==> src/rtl/i2c_rx_pkg.sv <==
// Shared types for the I2C master receive path.
// Assumes: consumed by every module of the receiver; no logic here.
package i2c_rx_pkg;
    typedef enum logic [1:0] {
        RXS_IDLE  = 2'd0,
        RXS_SHIFT = 2'd1,
        RXS_ACK   = 2'd2
    } rx_state_e;
endpackage

==> src/rtl/i2c_rx_baud.sv <==
// Baud-rate counter: produces one tick every reload+1 cycles while running.
// Assumes: load is asserted only in a cycle where run is low, and reload is
// stable for the duration of a transfer.
module i2c_rx_baud #(
    parameter int CW = 8
) (
    input  logic          clk,
    input  logic          rst_n,
    input  logic          load,
    input  logic          run,
    input  logic [CW-1:0] reload,
    output logic          tick
);
    logic [CW-1:0] cnt;

    // Count down to zero, then reload; preset on a new operation.
    always_ff @(posedge clk) begin
        if (!rst_n) begin
            cnt <= '0;
        end else if (load) begin
            cnt <= reload;
        end else if (run) begin
            if (cnt == '0) cnt <= reload;
            else           cnt <= cnt - 1'b1;
        end
    end

    // Rollover marks the end of an SCL half period.
    assign tick = run && (cnt == '0);
endmodule

==> src/rtl/i2c_rx_shift.sv <==
// Receive shift register: takes one SDA bit per shift enable, MSB first.
// Assumes: clear and shift_en are never high together.
module i2c_rx_shift #(
    parameter int W = 8
) (
    input  logic         clk,
    input  logic         rst_n,
    input  logic         clear,
    input  logic         shift_en,
    input  logic         sda,
    output logic [W-1:0] data
);
    // Shift left so that the first received bit ends up in the MSB.
    always_ff @(posedge clk) begin
        if (!rst_n)        data <= '0;
        else if (clear)    data <= '0;
        else if (shift_en) data <= {data[W-2:0], sda};
    end
endmodule

==> src/rtl/i2c_rx_hold.sv <==
// Holding buffer and CPU-facing status flags.
// Assumes: rx_done is a one-cycle pulse at byte completion; rx_busy is high
// for the whole shifting phase, including the completion cycle.
module i2c_rx_hold #(
    parameter int W = 8
) (
    input  logic         clk,
    input  logic         rst_n,
    input  logic         rx_done,
    input  logic [W-1:0] new_byte,
    input  logic         rx_busy,
    input  logic         ack_done,
    input  logic         buf_rd,
    input  logic         buf_wr,
    input  logic [W-1:0] wdata,
    input  logic         ovf_clr,
    input  logic         wcol_clr,
    input  logic         irq_clr,
    output logic [W-1:0] hold,
    output logic         full,
    output logic         irq,
    output logic         ovf,
    output logic         wcol
);
    // Buffer contents and the full flag; a completing byte wins over CPU access.
    always_ff @(posedge clk) begin
        if (!rst_n) begin
            hold <= '0;
            full <= 1'b0;
        end else if (rx_done) begin
            if (!full) begin
                hold <= new_byte;
                full <= 1'b1;
            end
        end else begin
            if (buf_wr && !rx_busy) hold <= wdata;
            if (buf_rd)             full <= 1'b0;
        end
    end

    // Overflow: set when a byte arrives while the buffer is unread.
    always_ff @(posedge clk) begin
        if (!rst_n)                ovf <= 1'b0;
        else if (rx_done && full)  ovf <= 1'b1;
        else if (ovf_clr)          ovf <= 1'b0;
    end

    // Write collision: a CPU write during shifting is refused and flagged.
    always_ff @(posedge clk) begin
        if (!rst_n)                 wcol <= 1'b0;
        else if (buf_wr && rx_busy) wcol <= 1'b1;
        else if (wcol_clr)          wcol <= 1'b0;
    end

    // Interrupt: set at the end of a byte or of an acknowledge phase.
    always_ff @(posedge clk) begin
        if (!rst_n)                   irq <= 1'b0;
        else if (rx_done || ack_done) irq <= 1'b1;
        else if (irq_clr)             irq <= 1'b0;
    end
endmodule

==> src/rtl/i2c_master_rx.sv <==
// I2C master byte receiver: sequences eight SCL pulses to receive one byte,
// then an optional ACK/NACK pulse, and keeps the CPU-side buffer and flags.
// Assumes: START/address handled elsewhere; no slave clock stretching; CPU
// controls are single-cycle strobes.
module i2c_master_rx
    import i2c_rx_pkg::*;
#(
    parameter int DATA_W = 8,
    parameter int BAUD_W = 8
) (
    input  logic              clk,
    input  logic              rst_n,
    input  logic [BAUD_W-1:0] baud_reload,
    input  logic              rx_start,
    input  logic              ack_start,
    input  logic              ack_data,
    input  logic              buf_rd,
    input  logic              buf_wr,
    input  logic [DATA_W-1:0] buf_wdata,
    input  logic              ovf_clr,
    input  logic              wcol_clr,
    input  logic              irq_clr,
    input  logic              sda_in,
    output logic              scl_drive_low,
    output logic              sda_drive_low,
    output logic              rx_en,
    output logic              ack_en,
    output logic [DATA_W-1:0] rx_buf,
    output logic              buf_full,
    output logic              irq,
    output logic              overflow,
    output logic              wcol
);
    localparam int CNT_W = (DATA_W > 2) ? $clog2(DATA_W) : 1;
    localparam logic [CNT_W-1:0] LAST_FALL = CNT_W'(DATA_W - 1);

    rx_state_e         state;
    logic              scl_low;
    logic              sda_low;
    logic [CNT_W-1:0]  fall_cnt;
    logic              tick;
    logic              idle;
    logic              take_rx;
    logic              take_ack;
    logic              shift_en;
    logic              rx_done;
    logic              ack_done;
    logic [DATA_W-1:0] shreg;

    // Command acceptance: only an idle controller takes a request; receive wins.
    assign idle     = (state == RXS_IDLE);
    assign take_rx  = idle && rx_start;
    assign take_ack = idle && ack_start && !rx_start;

    // Event decode from the baud tick and the present SCL level.
    assign shift_en = (state == RXS_SHIFT) && tick && scl_low;
    assign rx_done  = (state == RXS_SHIFT) && tick && !scl_low && (fall_cnt == LAST_FALL);
    assign ack_done = (state == RXS_ACK) && tick && !scl_low;

    // Sequencer: state, SCL and SDA drive levels, and the falling-edge count.
    always_ff @(posedge clk) begin
        if (!rst_n) begin
            state    <= RXS_IDLE;
            scl_low  <= 1'b0;
            sda_low  <= 1'b0;
            fall_cnt <= '0;
        end else begin
            unique case (state)
                RXS_IDLE: begin
                    if (take_rx) begin
                        state    <= RXS_SHIFT;
                        scl_low  <= 1'b1;
                        sda_low  <= 1'b0;
                        fall_cnt <= '0;
                    end else if (take_ack) begin
                        state   <= RXS_ACK;
                        scl_low <= 1'b1;
                        sda_low <= !ack_data;
                    end
                end
                RXS_SHIFT: begin
                    if (tick) begin
                        scl_low <= !scl_low;
                        if (!scl_low) begin
                            if (fall_cnt == LAST_FALL) state <= RXS_IDLE;
                            else                       fall_cnt <= fall_cnt + 1'b1;
                        end
                    end
                end
                RXS_ACK: begin
                    if (tick) begin
                        if (scl_low) begin
                            scl_low <= 1'b0;
                        end else begin
                            scl_low <= 1'b1;
                            sda_low <= 1'b0;
                            state   <= RXS_IDLE;
                        end
                    end
                end
                default: state <= RXS_IDLE;
            endcase
        end
    end

    i2c_rx_baud #(.CW(BAUD_W)) u_baud (
        .clk    (clk),
        .rst_n  (rst_n),
        .load   (take_rx || take_ack),
        .run    (!idle),
        .reload (baud_reload),
        .tick   (tick)
    );

    i2c_rx_shift #(.W(DATA_W)) u_shift (
        .clk      (clk),
        .rst_n    (rst_n),
        .clear    (take_rx),
        .shift_en (shift_en),
        .sda      (sda_in),
        .data     (shreg)
    );

    i2c_rx_hold #(.W(DATA_W)) u_hold (
        .clk      (clk),
        .rst_n    (rst_n),
        .rx_done  (rx_done),
        .new_byte (shreg),
        .rx_busy  (state == RXS_SHIFT),
        .ack_done (ack_done),
        .buf_rd   (buf_rd),
        .buf_wr   (buf_wr),
        .wdata    (buf_wdata),
        .ovf_clr  (ovf_clr),
        .wcol_clr (wcol_clr),
        .irq_clr  (irq_clr),
        .hold     (rx_buf),
        .full     (buf_full),
        .irq      (irq),
        .ovf      (overflow),
        .wcol     (wcol)
    );

    // Status and bus outputs.
    assign rx_en         = (state == RXS_SHIFT);
    assign ack_en        = (state == RXS_ACK);
    assign scl_drive_low = scl_low;
    assign sda_drive_low = sda_low;
endmodule

==> config.mk <==
export PLATFORM = sky130hd
export DESIGN_NAME = i2c_master_rx
export DESIGN_NICKNAME = d
export VERILOG_FILES = /design/src/rtl/i2c_rx_pkg.sv /design/src/rtl/i2c_rx_baud.sv /design/src/rtl/i2c_rx_shift.sv /design/src/rtl/i2c_rx_hold.sv /design/src/rtl/i2c_master_rx.sv
export SDC_FILE = /design/constraint.sdc
export NUM_CORES = 1
export LEC_CHECK = 0
export BUFFER_PORTS_ARGS = -buffer_cell sky130_fd_sc_hd__clkbuf_2
export CELL_PAD_IN_SITES_DETAIL_PLACEMENT = 0
export CELL_PAD_IN_SITES_GLOBAL_PLACEMENT = 1
export CORE_ASPECT_RATIO = 0.75
export CORE_MARGIN = 2
export CORE_UTILIZATION = 40
export DETAILED_ROUTE_END_ITERATION = 10
export MAX_ROUTING_LAYER = met4
export PLACE_DENSITY = 0.83
export SETUP_SLACK_MARGIN = 0.02
export SYNTH_ARGS = -nofsm -noshare
export SYNTH_HDL_FRONTEND = slang
export SYNTH_SLANG_ARGS = --single-unit
==> constraint.sdc <==
create_clock -name clk -period 2.43 [get_ports clk]
set_input_delay 0 -clock clk [delete_from_list [all_inputs] [get_ports clk]]
set_output_delay 0 -clock clk [all_outputs]
set_load 0.02 [all_outputs]
Word-level counts from Yosys, hierarchy flattened
Cells that the tools add are included.
{"block": "op_classes", "n_addsub": 2, "mul": 0, "div_mod_pow": 0, "magnitude_cmp": 0, "n_eq_ne": 13, "n_shift": 0, "muxes": 38, "n_bitwise": 1, "reduce_logical": 36}
{"cell": "$mux 8", "count": 6}
{"cell": "$mux 1", "count": 17}
{"cell": "$mux 2", "count": 7}
{"cell": "$reduce_bool 2->1", "count": 7}
{"cell": "$logic_and 1x1->1", "count": 13}
{"cell": "$mux 3", "count": 4}
{"cell": "$ne 2x2->1 const B", "count": 6}
{"cell": "$logic_not 8->1", "count": 1}
{"cell": "$reduce_and 4->1", "count": 2}
{"cell": "$sub 8x1->8 const B", "count": 1}
{"cell": "$ne 2x1->1 const B", "count": 3}
{"cell": "$pmux 2 s3", "count": 1}
{"cell": "$pmux 3 s2", "count": 1}
{"cell": "$reduce_and 6->1", "count": 1}
{"cell": "$logic_not 1->1", "count": 5}
{"cell": "$reduce_and 5->1", "count": 1}
{"cell": "$add 3x1->3 const B", "count": 1}
{"cell": "$eq 3x3->1 const B", "count": 1}
{"cell": "$ne 3x1->1 const B", "count": 1}
{"cell": "$pmux 1 s3", "count": 1}
{"cell": "$reduce_bool 3->1", "count": 1}
{"cell": "$eq 2x1->1 const B", "count": 1}
{"cell": "$eq 2x2->1 const B", "count": 1}
{"cell": "$logic_not 2->1", "count": 1}
{"cell": "5 further kinds", "count": 6}
{"block": "totals", "ff_bits": 35, "latchBits": 0, "ram_bits": 0, "mem_bits_ro": 0, "in_bits": 27, "elab_cells": 101, "memories": 0}

Longest topological paths before layout
{"block": "logic_depth", "ltp_word": 8, "depth_mapped": 8, "depth_no_buf": 6}

Hierarchy
From an unflattened synthesis, not the netlist that was laid out.
{"block": "hier_totals", "cells_unflattened": 214, "area_unflattened_um2": 2050.7}
{"module": "i2c_rx_hold", "n_inst": 1, "cells_each": 60, "area_each_um2": 656.9, "seq_area_each_um2": 240.2}
{"module": "i2c_rx_baud", "n_inst": 1, "cells_each": 69, "area_each_um2": 585.6, "seq_area_each_um2": 160.2}
{"module": "i2c_master_rx", "n_inst": 1, "cells_each": 58, "area_each_um2": 515.5, "seq_area_each_um2": 140.1}
{"module": "i2c_rx_shift", "n_inst": 1, "cells_each": 27, "area_each_um2": 292.8, "seq_area_each_um2": 160.2}

Least setup slack after synthesis
No wires, ideal clock.
{"block": "synth_path", "path_type": "register -> register", "start": "reg state[0]", "end": "reg u_hold.hold[0]", "t_arrival_ns": 1.983, "required_ns": 2.306, "path_slack_ns": 0.323, "stages_incl_launch_ff": 9, "path_cell_list": "dfxtp_1 -> inv_1 -> ha_1 -> or4b_1 -> buf_2 -> nor4_4 -> or2_1 -> buf_6 -> a21oi_1"}
{"block": "synth_via", "elab_chain_cells": 8, "elab_cells_between_ends": 13, "classes_between": "2 x eq/ne; 1 x mux; 10 x reduce/logical"}
{"item": "start: declaration", "line": "i2c_master_rx.sv:37", "rtl": "rx_state_e state;"}
{"item": "start signal: assignment", "line": "i2c_master_rx.sv:63", "rtl": "state <= RXS_IDLE;"}
{"item": "start signal: assignment", "line": "i2c_master_rx.sv:71", "rtl": "state <= RXS_SHIFT;"}
{"item": "start signal: assignment", "line": "i2c_master_rx.sv:76", "rtl": "state <= RXS_ACK;"}
{"item": "$logic_not 2->1", "line": "i2c_master_rx.sv:51", "rtl": "assign idle = (state == RXS_IDLE);"}
{"item": "$logic_not 1->1", "line": "i2c_master_rx.sv:110", "rtl": ".run (!idle),"}
{"item": "$logic_and 1x1->1", "line": "i2c_rx_baud.sv:29", "rtl": "assign tick = run && (cnt == '0);"}
{"item": "$logic_and 1x1->1 (3 in series)", "line": "i2c_master_rx.sv:57", "rtl": "assign rx_done = (state == RXS_SHIFT) && tick && !scl_low && (fall_cnt == LAST_FALL);"}
{"item": "$ne 2x2->1 (no source line) / $reduce_bool 2->1 (equally long branches)"}
{"item": "$reduce_and 2->1 (no source line)"}
{"item": "end signal: assignment", "line": "i2c_rx_hold.sv:32", "rtl": "hold <= new_byte;"}
{"item": "end signal: assignment", "line": "i2c_rx_hold.sv:36", "rtl": "if (buf_wr && !rx_busy) hold <= wdata;"}
{"item": "end: declaration", "line": "i2c_rx_hold.sv:19", "rtl": "output logic [W-1:0] hold,"}
Parallel ways exist; a longest one is shown, timed or not.
A chain may end at the register's enable or synchronous reset.

Worst setup path after layout
{"block": "layout_path", "start": "reg state[0]", "end": "reg state[1]"}
{"block": "layout_via", "elab_chain_cells": 5, "elab_cells_between_ends": 17, "classes_between": "8 x eq/ne; 2 x mux; 7 x reduce/logical"}
{"item": "$logic_not 2->1", "line": "i2c_master_rx.sv:51, i2c_master_rx.sv:68"}
{"item": "$logic_and 1x1->1 / $logic_not 1->1 (equally long branches)", "line": "i2c_master_rx.sv:53, i2c_master_rx.sv:110"}
{"item": "$logic_and 1x1->1 (on tied branches)", "line": "i2c_master_rx.sv:53, i2c_rx_baud.sv:29"}
{"item": "$ne 3x1->1 (no source line), or another cell as far along"}
{"item": "$reduce_and 6->1 (no source line)"}
Parallel ways exist; a longest one is shown, timed or not.

==> results_tabular.tex <==
\begin{tabular}{lr}
\hline
Metric & Value \\
\hline
\multicolumn{2}{l}{\textbf{Final layout}} \\
\quad Final design instance area without fill & roughly 2400 um\^{}2 \\
\quad Footprint of the flip-flops and latches & 701 um\^{}2 \\
\quad Final-stage net count & 301 \\
\quad Layout overhead on the synthesized area & 26.1\% \\
\quad Footprint of the multi-input gates & 1090 um\^{}2 \\
\quad Filler cells & 415 \\
\quad Proportion of layout cells with a drive suffix above 1 & a little over a quarter \\
\quad Antenna cells & 0 \\
\multicolumn{2}{l}{\textbf{Worst setup path}} \\
\quad Worst Path Required & 2.65 ns \\
\quad Register-to-register setup slack & 0.23 ns \\
\quad Signal arrival time at the worst endpoint & about 2.4 ns \\
\quad Start of the worst register-to-register path & state[0] \\
\quad Startpoint Class & register \\
\quad RR Endpoint & state[1] \\
\quad Depth of the worst register-to-register path & 7 \\
\quad Largest driver fanout on the critical path & 5 \\
\quad Crit Path Category & register to register \\
\quad Endpoint type of the worst setup path & register \\
\multicolumn{2}{l}{\textbf{CTS}} \\
\quad Clock buffer count from CTS & 5 \\
\quad CTS Root Cell & clkbuf\_8 \\
\quad Clock H-tree levels & 2 \\
\quad TritonCTS clock tree & yes \\
\quad CTS Buffer Depth & 2 \\
\quad Post-CTS clock slew at the launch and capture registers of the worst setup and hold paths & 0.08 ns \\
\quad Clock sink count & 35 \\
\quad Post-CTS setup buffers & 0 \\
\quad Latest clock arrival within the worst-skew pair & approximately 0.29 ns \\
\multicolumn{2}{l}{\textbf{Route}} \\
\quad Pre-Repair DR Iteration Count & 4 \\
\quad Via count & 1731 \\
\quad Final wirelength & approximately 4500 um \\
\quad DR iter-0 viols & 125 \\
\quad Detail-routed via count per cell & 5.33 \\
\quad Total DRC errors in the routed layout & 0 \\
\quad Routed wire per std cell & 13.7 um \\
\quad Remaining antenna violation count after routing & 0 \\
\multicolumn{2}{l}{\textbf{Placement}} \\
\quad Number of I/O port buffers & 42 \\
\quad Weighted congestion at the end of routability-driven global placement & 0.840 \\
\quad Setup WS pre-CTS & 0.254 ns \\
\quad Detailed placement HPWL & 3250 um \\
\quad Post-detailed-placement cell area & $\sim$2200 um\^{}2 \\
\multicolumn{2}{l}{\textbf{Synth}} \\
\quad Number of synthesized register bits & 35 \\
\quad Portion of the post-synthesis area used by sequential elements & a little under two fifths \\
\quad Fraction of registers with async set/reset & 0\% \\
\quad Mean post-synth cell area & 8.91 um\^{}2 \\
\quad Count leader, synth & dfxtp\_1 \\
\quad Number of different library cells in the post-synthesis netlist & 48 \\
\quad Top-area cell type share of the netlist area & 37.1\% \\
\quad Top cell types by occurrence after synthesis & 35 x dfxtp\_1, 24 x a21oi\_1, 17 x mux2i\_1, 13 x nor2\_1 \\
\quad Area contributors post-synth & dfxtp\_1 37\%, mux2i\_1 9.0\%, a21oi\_1 6.4\% \\
\quad Cell Area, Synth & 1890 um\^{}2 \\
\quad Largest area contributor in the netlist & dfxtp\_1 \\
\quad Count of flip-flops with a built-in enable after synthesis & 0 \\
\quad Gate Count Post-Synth & between 200 and 250 \\
\quad Most instantiated flip-flop cell in the synthesis netlist & dfxtp\_1 \\
\quad Warnings, synthesis & 0 \\
\quad Number of nets produced by synthesis & 246 \\
\multicolumn{2}{l}{\textbf{STA}} \\
\quad Unrepaired setup endpoints after global routing & false \\
\quad Setup ws final & 0.226 ns \\
\quad Final Skew & 0.00767 ns \\
\quad Actual slew at the worst max-slew pin & 0.649 ns \\
\quad Crit share post-route & 90.7\% \\
\quad Number of hold-slack violations in the final timing report & 1 \\
\quad Number of max-slew violations in the final report & 0 \\
\quad Final critical delay including setup and external delays & 2.20 ns \\
\quad Setup TNS & 0 ns \\
\quad Hold WS & -0.000496 ns \\
\quad Timing-limited maximum frequency & around 450 MHz \\
\quad Max transition margin & a little under three fifths \\
\quad Setup Viol. Count Final & 0 \\
\multicolumn{2}{l}{\textbf{Power and ir drop}} \\
\quad Worst VDD drop & 0.000363 V \\
\quad Leakage component of the power & 0.959 nW \\
\quad Power per cell area & 704 nW/um\^{}2 \\
\multicolumn{2}{l}{\textbf{Floorplanning}} \\
\quad Effective utilization at floorplan & 42.0\% \\
\quad Width of the chip & 83.4 um \\
\quad Number of standard-cell rows in the floorplan & 21 \\
\quad Standard cell core area & 4490 um\^{}2 \\
\quad Overall die area & 5300 um\^{}2 \\
\quad Die height & 63.5 um \\
\quad Boundary pin count & 43 \\
\multicolumn{2}{l}{\textbf{Flow run}} \\
\quad Maxcap violations & 0 \\
\multicolumn{2}{l}{\textbf{Global routing}} \\
\quad Wire length of the first global-routing pass & 7530 um \\
\quad Met3 usage in global routing & 5.37\% \\
\quad Number of antenna violations at the first check in global routing & 0 \\
\quad Maximum number of pins on one net before global-route repair & 17 \\
\quad Vias in the first global route & 1574 \\
\quad Busiest layer in global routing & met2 \\
\quad Total gr overflow & 0 \\
\quad Total Routing Usage GR & 18.3\% \\
\quad Met1 routing resource usage after global routing & 25.2\% \\
\quad Met2 routing resource usage after global routing & 25.6\% \\
\multicolumn{2}{l}{\textbf{Hold path}} \\
\quad Launch instance of the worst min-delay path & baud\_reload[7] \\
\quad Number of cells on the worst hold path & 3 \\
\quad Min-Delay Endpoint & u\_baud.cnt[7] \\
\quad Hold/Removal Path Class & input port to register \\
\multicolumn{2}{l}{\textbf{Status}} \\
\quad Failing checks & negative hold slack \\
\quad Status & finished with violations \\
\hline
\end{tabular}
layout make-up:
class	instances	share of cell area, %
clock buffer	5	2.89
inverter	8	1.26
sequential	35	29.4
multi-input combinational	156	45.6
timing repair buffer	61	16.0
tap	57	2.99
clock inverter	3	1.84
sequential cells by signal, indices dropped and copies added (netlist names):
name	count
u_baud.cnt	8
u_hold.hold	8
u_shift.data	8
fall_cnt	3
state	2
scl_drive_low	1
sda_drive_low	1
u_hold.full	1
u_hold.irq	1
u_hold.ovf	1
u_hold.wcol	1
routing by layer:
metal / wire [um] / up-vias
met1: 2240 / 789
met4: 40 / 0
met3: 289 / 5
met5: 0 / -
li1: - / 889
met2: 1900 / 48
report_power, final:
group          internal, mW  total, mW  switching, mW
Combinational         0.198      0.469          0.272
Clock                 0.305      0.528          0.223
Sequential            0.621      0.679         0.0582
Total                  1.12       1.68          0.552
metrics by stage:
stage               cells  power (mW)  util [%]
floorplan             212        1.02         -
global placement      306        1.14      48.0
detailed placement    306        1.14      48.0
CTS                   325        1.68      52.9
global route          325        1.78      53.0
finish                325        1.68      53.0
logic make-up after synthesis:
group,Yosys count,synth area share (%)
AOI/OAI and AO/OA,64,21.5
adders and majority gates,7,4.64
DFF,35,37.1
buffers and inverters,21,5.63
muxes,18,9.60
and+or+nand+nor,67,21.6
critical path, cell delays in order (launching register included):
cell	delay, ns
dfxtp_1	0.38
inv_1	0.08
ha_1	0.21
or4b_1	0.53
buf_4	0.19
o41ai_1	0.43
nand4b_1	0.17
a21oi_1	0.14
how the worst max path moves through the flow:
stage / start / slack, ns / end / cells after the start
6_report: state[0] / 0.23 / state[1] / 7
4_1_cts: state[0] / 0.23 / state[1] / 7
2_1_floorplan: state[0] / 0.32 / u_hold.hold[0] / 8
3_5_place_dp: state[0] / 0.25 / state[1] / 7
5_1_grt: state[0] / 0.08 / state[1] / 7
3_3_place_gp: state[0] / 0.28 / state[1] / 7
layout by cell type (no fill, tap or decap), types with 3 or more instances in the layout:
cell type | Yosys | final
a211oi_1 | 3 | 3
a21oi_1 | 24 | 24
a21oi_2 | 3 | 3
a31oi_1 | 4 | 4
buf_4 | 1 | 8
clkbuf_2 | 0 | 42
clkbuf_8 | 0 | 5
dfxtp_1 | 35 | 35
dlygate4sd3_1 | 0 | 11
ha_1 | 7 | 7
inv_1 | 8 | 8
mux2i_1 | 17 | 17
nand2_1 | 11 | 11
nand2b_1 | 5 | 5
nand3_1 | 5 | 5
nand3b_1 | 4 | 4
nor2_1 | 13 | 13
nor2b_1 | 3 | 3
nor3_1 | 6 | 6
o21ai_0 | 11 | 11
o31ai_1 | 8 | 8
timing repair:
item                                    4_1_cts  5_1_grt
endpoints found under the setup margin        0        1
hold buffers                                 11        0
hold endpoints to repair                     10        0
gates resized for setup                       0        1
No activity file was read; power rests on OpenSTA's default activity.
